[src/rtl/pmb_pkg.sv]
`timescale 1ns/1ps
package pmb_pkg;
  localparam int unsigned DW = 32;
  localparam int unsigned MW = 5;

  typedef enum logic [1:0] {W_NONE, W_BYTE, W_HALF, W_WORD} width_e;

  function automatic width_e decode_width(logic [MW-1:0] mode, logic dac);
    if (dac) return W_NONE;
    case (mode)
      5'b00001: return W_BYTE;
      5'b00010: return W_HALF;
      5'b00011: return W_WORD;
      default:  return W_NONE;
    endcase
  endfunction

  function automatic logic [DW-1:0] width_mask(width_e w);
    case (w)
      W_BYTE:  return DW'(32'h0000_00FF);
      W_HALF:  return DW'(32'h0000_FFFF);
      W_WORD:  return '1;
      default: return '0;
    endcase
  endfunction
endpackage

[src/rtl/pmb_cfg.sv]
`timescale 1ns/1ps
module pmb_cfg
  import pmb_pkg::*;
(
  input  logic          clk_i,
  input  logic          rst_ni,
  input  logic          we_i,
  input  logic [MW-1:0] mode_i,
  input  logic          dac_i,
  output width_e        width_o,
  output logic          clr_o
);
  logic [MW-1:0] mode_q;
  logic          dac_q;

  always_ff @(posedge clk_i or negedge rst_ni) begin
    if (!rst_ni) begin
      mode_q <= '0;
      dac_q  <= 1'b0;
    end else if (we_i) begin
      mode_q <= mode_i;
      dac_q  <= dac_i;
    end
  end

  // width in force for a commit on the next edge
  assign width_o = decode_width(mode_q, dac_q);
  // leaving data-node behaviour wipes the cell
  assign clr_o   = we_i && (decode_width(mode_i, dac_i) == W_NONE);
endmodule

[src/rtl/pmb_issue_pipe.sv]
`timescale 1ns/1ps
module pmb_issue_pipe #(
  parameter int unsigned STAGES = 3,
  parameter int unsigned DW     = 32
) (
  input  logic          clk_i,
  input  logic          rst_ni,
  input  logic          v_i,
  input  logic [DW-1:0] d_i,
  output logic          v_o,
  output logic [DW-1:0] d_o
);
  if (STAGES == 0) begin : g_bypass
    assign v_o = v_i;
    assign d_o = d_i;
  end else begin : g_pipe
    logic [STAGES-1:0] v_q;
    logic [DW-1:0]     d_q [STAGES];

    for (genvar i = 0; i < STAGES; i++) begin : g_stage
      logic          v_in;
      logic [DW-1:0] d_in;
      if (i == 0) begin : g_head
        assign v_in = v_i;
        assign d_in = d_i;
      end else begin : g_body
        assign v_in = v_q[i-1];
        assign d_in = d_q[i-1];
      end
      always_ff @(posedge clk_i or negedge rst_ni) begin
        if (!rst_ni) begin
          v_q[i] <= 1'b0;
          d_q[i] <= '0;
        end else begin
          v_q[i] <= v_in;
          d_q[i] <= d_in;
        end
      end
    end

    assign v_o = v_q[STAGES-1];
    assign d_o = d_q[STAGES-1];
  end
endmodule

[src/rtl/pmb_flag_ctrl.sv]
`timescale 1ns/1ps
module pmb_flag_ctrl
  import pmb_pkg::*;
(
  input  logic          clk_i,
  input  logic          rst_ni,
  input  logic          clr_i,
  input  logic          commit_v_i,
  input  logic [DW-1:0] commit_d_i,
  input  width_e        width_i,
  input  logic          ack_i,
  output logic [DW-1:0] z_o,
  output logic          flag_o,
  output logic          rise_o
);
  logic [DW-1:0] z_q;
  logic          flag_q, flag_dly_q;
  logic          take;

  assign take = commit_v_i && (width_i != W_NONE);

  // priority: clear, then commit, then acknowledge
  always_ff @(posedge clk_i or negedge rst_ni) begin
    if (!rst_ni) begin
      z_q    <= '0;
      flag_q <= 1'b0;
    end else if (clr_i) begin
      z_q    <= '0;
      flag_q <= 1'b0;
    end else if (take) begin
      z_q    <= commit_d_i & width_mask(width_i);
      flag_q <= 1'b1;
    end else if (ack_i) begin
      flag_q <= 1'b0;
    end
  end

  always_ff @(posedge clk_i or negedge rst_ni) begin
    if (!rst_ni) flag_dly_q <= 1'b0;
    else         flag_dly_q <= flag_q;
  end

  assign z_o    = z_q;
  assign flag_o = flag_q;
  assign rise_o = flag_q & ~flag_dly_q;
endmodule

[src/rtl/pin_mailbox_node.sv]
`timescale 1ns/1ps
module pin_mailbox_node
  import pmb_pkg::*;
#(
  parameter int unsigned PIPE_STAGES = 3
) (
  input  logic          clk_i,
  input  logic          rst_ni,
  input  logic          cfg_we_i,
  input  logic [4:0]    cfg_mode_i,
  input  logic          cfg_dac_i,
  input  logic          wr_valid_i,
  input  logic [31:0]   wr_data_i,
  input  logic          ack_i,
  output logic [31:0]   rd_data_o,
  output logic          flag_o,
  output logic          flag_rise_o
);
  width_e        cfg_width;
  logic          cfg_clr;
  logic          commit_v;
  logic [DW-1:0] commit_d;

  pmb_cfg u_cfg (
    .clk_i   (clk_i),
    .rst_ni  (rst_ni),
    .we_i    (cfg_we_i),
    .mode_i  (cfg_mode_i),
    .dac_i   (cfg_dac_i),
    .width_o (cfg_width),
    .clr_o   (cfg_clr)
  );

  pmb_issue_pipe #(.STAGES(PIPE_STAGES), .DW(DW)) u_pipe (
    .clk_i  (clk_i),
    .rst_ni (rst_ni),
    .v_i    (wr_valid_i),
    .d_i    (wr_data_i),
    .v_o    (commit_v),
    .d_o    (commit_d)
  );

  pmb_flag_ctrl u_flag (
    .clk_i      (clk_i),
    .rst_ni     (rst_ni),
    .clr_i      (cfg_clr),
    .commit_v_i (commit_v),
    .commit_d_i (commit_d),
    .width_i    (cfg_width),
    .ack_i      (ack_i),
    .z_o        (rd_data_o),
    .flag_o     (flag_o),
    .rise_o     (flag_rise_o)
  );
endmodule

[config.mk]
export PLATFORM = sky130hd
export DESIGN_NAME = pin_mailbox_node
export DESIGN_NICKNAME = d
export VERILOG_FILES = /design/src/rtl/pmb_pkg.sv /design/src/rtl/pmb_cfg.sv /design/src/rtl/pmb_issue_pipe.sv /design/src/rtl/pmb_flag_ctrl.sv /design/src/rtl/pin_mailbox_node.sv
export SDC_FILE = /design/constraint.sdc
export NUM_CORES = 1
export LEC_CHECK = 0
export CORE_MARGIN = 3
export CORE_UTILIZATION = 35
export CTS_CLUSTER_DIAMETER = 80
export DETAILED_ROUTE_END_ITERATION = 12
export PLACE_DENSITY = 0.54
export SLEW_MARGIN = 20
export SYNTH_ARGS = -nofsm -noshare
export SYNTH_HDL_FRONTEND = slang
export SYNTH_SLANG_ARGS = --single-unit
[constraint.sdc]
create_clock -name clk_i -period 4.9 [get_ports clk_i]
set_clock_uncertainty 0.1 [all_clocks]
set_input_delay 0.49 -clock clk_i [delete_from_list [all_inputs] [get_ports clk_i]]
set_output_delay 0.49 -clock clk_i [all_outputs]
set_load 0.1 [all_outputs]
==> results of run 1 <==
Yosys cell counts:
| library cell | count | area [µm²] |
|---|---|---|
| mux2_2 | 6 | 67.56 |
| or2_2 | 1 | 6.260 |
| dfrtp_1 | 139 | 3478 |
| or4_1 | 1 | 7.510 |
| buf_1 | 2 | 7.510 |
| or3_1 | 1 | 6.260 |
| o31ai_1 | 32 | 240.2 |
| nand2b_1 | 2 | 12.51 |
| a21oi_1 | 33 | 165.2 |
| nor2_1 | 2 | 7.510 |
| o21a_2 | 1 | 8.760 |
| buf_6 | 6 | 67.56 |
| and3b_1 | 1 | 8.760 |
| nor2b_1 | 2 | 12.51 |
| nand3_1 | 25 | 125.1 |
| clkbuf_1 | 12 | 45.04 |
| nand4_1 | 8 | 50.05 |
| clkbuf_2 | 1 | 5.000 |
| and4b_1 | 1 | 10.01 |
| buf_2 | 1 | 5.000 |
| nor3_2 | 1 | 10.01 |
power groups by stage:
stage	sequential, mW	combinational [mW]	clock, mW
finish	1.22	0.150	1.11
global placement	1.24	0.151	0
global route	1.22	0.164	1.20
detailed placement	1.24	0.153	0
floorplan	1.25	0.0548	0
CTS	1.22	0.154	1.15
sequential cells by signal (all words and copies together) (netlist names):
signal                      count
u_cfg.dac_q                     1
u_cfg.mode_q                    5
u_flag.flag_dly_q               1
u_flag.flag_o                   1
u_flag.z_o                     32
u_pipe.d_o                     32
u_pipe.g_pipe.g_stage.d_in     64
u_pipe.g_pipe.g_stage.v_in      2
u_pipe.v_o                      1
per-layer routing:
| layer | vias up | routed length [µm] | GRT usage |
|---|---|---|---|
| li1 | 1137 | - | - |
| met1 | 1269 | 3525 | 0.1662 |
| met2 | 78 | 4116 | 0.1922 |
| met3 | 12 | 657 | 0.06123 |
| met4 | 0 | 119 | 0.05499 |
| met5 | - | 0 | 0 |
cell type report:
class                           instances  area [µm²]  area share
Clock buffer                           18       429.2     0.07455
Sequential cell                       139        3478      0.6042
Timing Repair Buffer                   79       784.5      0.1363
Tap cell                              168       210.2     0.03651
Clock inverter                         14       101.3     0.01760
Multi-Input combinational cell        117       753.2      0.1308
path summary, 6_finish.rpt:
check	to	slack, ns
min in group clk_i	u_pipe.d_o[31]	0.24
hold / removal	u_pipe.g_pipe.g_stage[1].d_in[0]	0.08
setup / recovery	flag_rise_o	2.21
max in group asynchronous	u_pipe.d_o[1]	3.52
hold reg to reg	u_pipe.d_o[31]	0.24
setup reg to reg	u_flag.z_o[6]	2.96
cell families after synthesis:
kind of cell,synth area share
compound gates,0.09528
buf+inv,0.02993
flops,0.8002
mux,0.01554
simple gates,0.05901
through the flow:
step | cells | cell area, µm² | setup slack (ns) | total power [mW] | util
after floorplan | 278 | 4347 | 1.935 | 1.309 | -
after global placement | 503 | 5225 | 2.552 | 1.388 | 0.4332
after detailed placement | 503 | 5225 | 2.592 | 1.391 | 0.4332
after CTS | 535 | 5756 | 2.173 | 2.519 | 0.4772
after global routing | 535 | 5757 | 2.122 | 2.588 | 0.4773
final | 535 | 5757 | 2.207 | 2.480 | 0.4773
worst reg2reg max path: stages (launching register included):
cell     delay [ns]
dfrtp_1        0.41
or3_2          0.81
o31ai_1        0.36
a21oi_1        0.10
==> impl_metrics.toml, run 1 <==
[global_route]
first_global_vias = 2523
grt_remaining_overflow = 0
antenna_found_initial = 0
grt_pass1_wl_mm = 13.77
gr-usage-all-layers = 0.1304
grt_start_max_net_pins = 97

[sta]
fin_setup_tns_ns = 0
setup_viol = 0
hold_violations = 0
holdWs_ns = 0.07632
worst_slew_pin_slew_ns = 1.038
fmax_ghz = 0.3713
fin_crit_ns = 2.693
rsz0062_at_grt = "false"
finalMaxSlewViolations = 0
slew_headroom = 0.3057
period_share = 0.5496

[layout]
area_growth_pct = 32.44
final_layout_size_suffix_gt1_frac = 0.1253
final_cell_mix = "dfrtp_1, clkdlybuf4s50_1, a21oi_1"
final_common_cell = "dfrtp_1"
fillers = 1076
diodes = 0
fin_nets = 397

[critical_path]
path_max_fanout = 4
end_kind = "output port"
slowest_stage = "clkdlybuf4s50_1"
setup.worst_path.start_class = "flip-flop"
path_cells = "nor2b_1 -> clkdlybuf4s50_1"
r2r_start = "u_cfg.dac_q"
crit_start = "u_flag.flag_o"
max_stage_delay_ns = 1.15
cp.arrival_ns = 2.10
crit_cells = 2
critPathBufInv = 1
cp.required_ns = 4.31
path_class = "flip-flop to output port"
cp_top_family = "buffers and inverters"
reg2reg_depth = 3

[clock_tree]
cts_sinks = 139
clk_latency_ns = 0.41
cts_tree = "done"
hold_buffers = 0
cts_resized = 0
clk_pin_slew_ns = 0.06
cts.path.max_buffers = 2
post-cts-setup-buffers = 0
numCtsBuffers = 17
htreeDepth = 4
cts-root-buf = "clkbuf_16"

[floorplanning]
core-area_um2 = 12060
die_h_um = 117.4
rows = 40
dieArea_um2 = 13790
initial_utilization = 0.3604
die_w_um = 117.4
io_pins = 77

[placement]
dpl.hpwl_mm = 4.982
gp_congestion = 0.7113
port_buffers = 76

[yosys]
ys_seq_area_frac = 0.8002
syn_area_um2 = 4347
synth_nets = 321
synth_cell_types = 21
synthCells = 278
synth_area_per_cell_um2 = 15.64
synth_warnings = 0
ys_ff_latch = 139

[power_and_ir_drop]
p_sw_mw = 0.5887
comb_power_share = 0.061
swShare = 0.2374
intPower_mw = 1.891
seqPwrFrac = 0.491
p_leak_nw = 2.366
power_density_nw_per_um2 = 430.7
vdd_ir_drop_max_uv = 194.0
p_clk_frac = 0.449

[route]
via_count = 2496
drcViolationCount = 0
drtAntennaViolNets = 0
wl_per_cell_um = 15.73
drtIter0Drc = 178
drtPass1Iterations = 5
routed_wl_mm = 8.418
vias_per_cell = 4.665

[flow_run]
cap_violations = 0

[worst_hold_path]
worstHoldPathType = "input pin to asynchronous set/reset pin"

[outcome]
status = "complete, no violations"
Note: power is estimated with default switching activity, not from simulation.
==> inputs of run 2 (changes only) <==
PLACE_DENSITY = 0.56   (was 0.54)
clock period = 2.45 ns   (was 4.9 ns; I/O delays follow)
==> run 2 against run 1 <==
Clock-buffer cell count shrank 1. Hold slack worse by 0.0073 ns. Sequential cell count stayed put. Core utilization grew 0.38 points. Worst setup slack worse by 1.7 ns. Sequential power is 99% higher. Power is 110% higher. Clock power up 130%. Cell area increased by 0.80%. Die area unchanged. Critical path type is now flip-flop to flip-flop.
==> impl_metrics.toml, run 2 (synthesis gave the netlist of run 1 again) <==
[layout]
fillers = 1053
diodes = 0
seq_area_um2 = 3478
final_common_cell = "dfrtp_1"
multi_input_area_um2 = 749.5
final_layout_size_suffix_gt1_frac = 0.2285
final_cell_mix = "dfrtp_1, clkdlybuf4s50_1, buf_4"
final_area_um2 = 5803
largest_reg_flops = 64
fin_nets = 402
stdcell_count = 540
utilization = 0.4811
area_growth_pct = 33.51

[clock_tree]
clk_pin_slew_ns = 0.06
cts_resized = 0
clk_latency_ns = 0.41
cts-root-buf = "clkbuf_16"
numCtsBuffers = 17
cts_sinks = 139
cts.path.max_buffers = 2
cts_tree = "done"
htreeDepth = 4

[power_and_ir_drop]
intPower_mw = 4.117
comb_power_share = 0.057
vdd_ir_drop_max_uv = 420.1
total_power_mw = 5.327
p_sw_mw = 1.210
swShare = 0.2271
seqPwrFrac = 0.457
p_clk_frac = 0.486
p_leak_nw = 2.517
power_density_nw_per_um2 = 917.9

[route]
via_count = 2460
routed_wl_mm = 8.251
drtPass1Iterations = 4
drtAntennaViolNets = 0
vias_per_cell = 4.556
wl_per_cell_um = 15.28
drcViolationCount = 0
drtIter0Drc = 192

[floorplanning]
die_w_um = 117.4
rows = 40
core-area_um2 = 12060
dieArea_um2 = 13790
die_h_um = 117.4
io_pins = 77
initial_utilization = 0.3604

[placement]
dpl.hpwl_mm = 5.103
port_buffers = 76
place_inst = 507
gp_congestion = 0.7564
post-place-ws_ns = 0.3672
place_area_um2 = 5180

[flow_run]
cap_violations = 0

[sta]
worst_slack_ns = 0.4888
fmax_ghz = 0.5099
worst_slew_pin_slew_ns = 0.8104
rsz0062_at_grt = "false"
fin_setup_tns_ns = 0
hold_violations = 0
fin_crit_ns = 1.961
finalMaxSlewViolations = 0
slew_headroom = 0.4597
setup_viol = 0
period_share = 0.8005
holdWs_ns = 0.06904

[global_route]
grt_remaining_overflow = 0
grt.busiest_layer = "met2"
grt_pass1_wl_mm = 13.68
grt_util_met3 = 0.06027
grt_start_max_net_pins = 92
gr-usage-all-layers = 0.1274
grtUsageMet2 = 0.1936
use_met1 = 0.1561
first_global_vias = 2585
antenna_found_initial = 0

[critical_path]
path_class = "flip-flop to flip-flop"
reg2reg_depth = 4
cp.arrival_ns = 2.12
crit_start = "u_cfg.dac_q"
setup.worst_path.start_class = "flip-flop"
endpoint = "u_flag.z_o[11]"
r2r_start = "u_cfg.dac_q"
r2r_end = "u_flag.z_o[11]"
reg2reg_slack_ns = 0.49
cp.required_ns = 2.61
end_kind = "flip-flop"
path_max_fanout = 19

[outcome]
status = "complete, no violations"

[worst_hold_path]
worstHoldPathType = "input pin to asynchronous set/reset pin"
run 2: final cells by class:
class / instances / area share
Clock buffer: 17 / 0.07331
Tap cell: 168 / 0.03622
Sequential cell: 139 / 0.5994
Timing Repair Buffer: 84 / 0.1296
Clock inverter: 15 / 0.03234
Multi-Input combinational cell: 117 / 0.1292
run 2: repair_timing:
item | in CTS | in global routing
hold endpoints to repair | 139 | 0
buffers inserted | 0 | 0
hold buffers | 1 | 0
setup endpoints to repair | 0 | 0
run 2: worst max-delay path, stage by stage (launching register included):
cell and delay (ns):
dfrtp_1 0.41, or3_1 0.60, buf_4 0.31, o31ai_1 0.29, a21oi_1 0.10
run 2: layer usage:
layer / vias to the layer above / wire length, µm
met5: - / 0
met4: 0 / 102
met3: 9 / 624
met2: 65 / 4060
met1: 1235 / 3463
li1: 1151 / -
run 2: power groups by stage:
stage	Sequential [mW]	Clock (mW)	Combinational [mW]
after global placement	2.47	0	0.303
final	2.43	2.59	0.305
after global routing	2.44	2.76	0.332
after CTS	2.44	2.65	0.310
after detailed placement	2.48	0	0.307
after floorplan	2.51	0	0.110
run 2: how the worst min path moves through the flow:
stage                                              to  slack, ns
finish              u_pipe.g_pipe.g_stage[2].d_in[23]       0.07
global route        u_pipe.g_pipe.g_stage[2].d_in[23]       0.06
CTS                 u_pipe.g_pipe.g_stage[2].d_in[23]       0.05
detailed placement  u_pipe.g_pipe.g_stage[2].d_in[23]      -0.08
global placement    u_pipe.g_pipe.g_stage[2].d_in[23]      -0.08
floorplan                                 u_cfg.dac_q      -0.15
==> inputs of run 3 (changes only) <==
clock period = 1.7 ns   (was 2.45 ns; I/O delays follow)
==> run 3 against run 2 <==
Via count is 2.2% higher. Worst setup slack worse by 0.45 ns. Clock-buffer cell count is 4 higher. First-iteration DRC count is 11% higher. Routed wire length is 0.34% higher. Core utilization is 4.3 points higher. Non-clock buffer count rose by 4. Cell area grew 9.0%. Hold slack improved by 0.026 ns. Sequential share of layout area shrank 4.9 points.
==> impl_metrics.toml, run 3 (synthesis gave the netlist of run 1 again) <==
[outcome]
status = "complete, no violations"

[floorplanning]
initial_utilization = 0.3604
die_w_um = 117.4
core-area_um2 = 12060
rows = 40
die_h_um = 117.4
dieArea_um2 = 13790
io_pins = 77

[critical_path]
max_stage_delay_ns = 0.43
end_kind = "flip-flop"
cp_top_family = "simple AND/OR/NAND/NOR gates"
setup.worst_path.start_class = "flip-flop"
path_class = "flip-flop to flip-flop"
path_max_fanout = 32
reg2reg_slack_ns = 0.04
critPathBufInv = 1
path_cells = "or3_1 -> buf_12 -> o31ai_1 -> a21oi_1"
cp.required_ns = 1.87
slowest_stage = "or3_1"
cp.arrival_ns = 1.84

[placement]
dpl.hpwl_mm = 5.269
port_buffers = 76
place_inst = 511
place_area_um2 = 5697
gp_congestion = 0.7126
post-place-ws_ns = -0.1577

[clock_tree]
numCtsBuffers = 17
clk_pin_slew_ns = 0.06
htreeDepth = 4
clk_latency_ns = 0.41
cts_tree = "done"
cts.path.max_buffers = 2
cts-root-buf = "clkbuf_16"
cts_sinks = 139
post-cts-setup-buffers = 0

[layout]
seq_area_um2 = 3480
final_common_cell = "dfrtp_1"
largest_reg_flops = 64
final_layout_size_suffix_gt1_frac = 0.2400
stdcell_count = 543
area_growth_pct = 45.51
final_area_um2 = 6325
multi_input_area_um2 = 774.5
fin_nets = 406
final_cell_mix = "dfrtp_1, clkdlybuf4s50_1, buf_12"
diodes = 0
fillers = 999

[route]
via_count = 2513
drtPass1Iterations = 4
vias_per_cell = 4.628
drcViolationCount = 0
drtAntennaViolNets = 0
wl_per_cell_um = 15.25
routed_wl_mm = 8.279
drtIter0Drc = 214

[sta]
worst_slew_pin_slew_ns = 0.8121
setup_viol = 0
fin_crit_ns = 1.664
worst_slack_ns = 0.03590
rsz0062_at_grt = "true"
slew_headroom = 0.4573
fmax_ghz = 0.6009
period_share = 0.9789
hold_violations = 0
finalMaxSlewViolations = 0
holdWs_ns = 0.09521

[power_and_ir_drop]
p_leak_nw = 2.638
vdd_ir_drop_max_uv = 544.8
total_power_mw = 7.690
power_density_nw_per_um2 = 1216

[global_route]
antenna_found_initial = 0
grt_pass1_wl_mm = 13.28
first_global_vias = 2574
grt_remaining_overflow = 0
gr-usage-all-layers = 0.1261
grt_start_max_net_pins = 52

[flow_run]
cap_violations = 0

[worst_hold_path]
worstHoldPathType = "input pin to flip-flop"
run 3: report_power, final:
group          switching [mW]  internal (mW)  total (mW)
Clock                    1.31           2.38        3.68
Sequential             0.0634           3.45        3.52
Combinational           0.292          0.198       0.490
Total                    1.66           6.03        7.69
run 3: layer usage:
layer,share of wire,GRT usage
met5,0,0
met4,0.0058,0.04839
met3,0.050,0.05400
met2,0.50,0.1889
met1,0.44,0.1634
run 3: area by class of cell:
type                    count  area share
repair buffers             88      0.1988
clock buffers              21     0.07280
clock inverters            10     0.02255
well taps                 168     0.03323
multi-input cells         117      0.1225
flip-flops and latches    139      0.5501
run 3: repair_timing:
item | CTS | global route
endpoints found under the hold margin | 139 | 0
gates resized for setup | 0 | 3
hold buffers | 1 | 0
endpoints found under the setup margin | 0 | 9
run 3: stage by stage:
stage	TNS, ns	utilization
6_report	0	0.5244
5_1_grt	-0.1387	0.5244
4_1_cts	0	0.5231
3_5_place_dp	-4.098	0.4723
3_3_place_gp	-3.346	0.4723
2_1_floorplan	0	-
run 3: worst reg2reg max path, stage by stage (launching register included):
cell and delay, ns:
dfrtp_1 0.41, or3_1 0.43, buf_12 0.19, o31ai_1 0.30
a21oi_1 0.11
run 3: path summary, 6_finish.rpt:
| kind | start | end | depth (start not counted) |
|---|---|---|---|
| min | wr_data_i[2] | u_pipe.g_pipe.g_stage[1].d_in[2] | 1 |
| max | u_cfg.dac_q | u_flag.z_o[27] | 4 |
| min reg2reg | u_pipe.g_pipe.g_stage[1].d_in[23] | u_pipe.g_pipe.g_stage[2].d_in[23] | 0 |
| max reg2reg | u_cfg.dac_q | u_flag.z_o[27] | 4 |
| max in group asynchronous | rst_ni | u_flag.flag_o | 3 |
| min in group asynchronous | rst_ni | u_pipe.g_pipe.g_stage[1].d_in[2] | 2 |
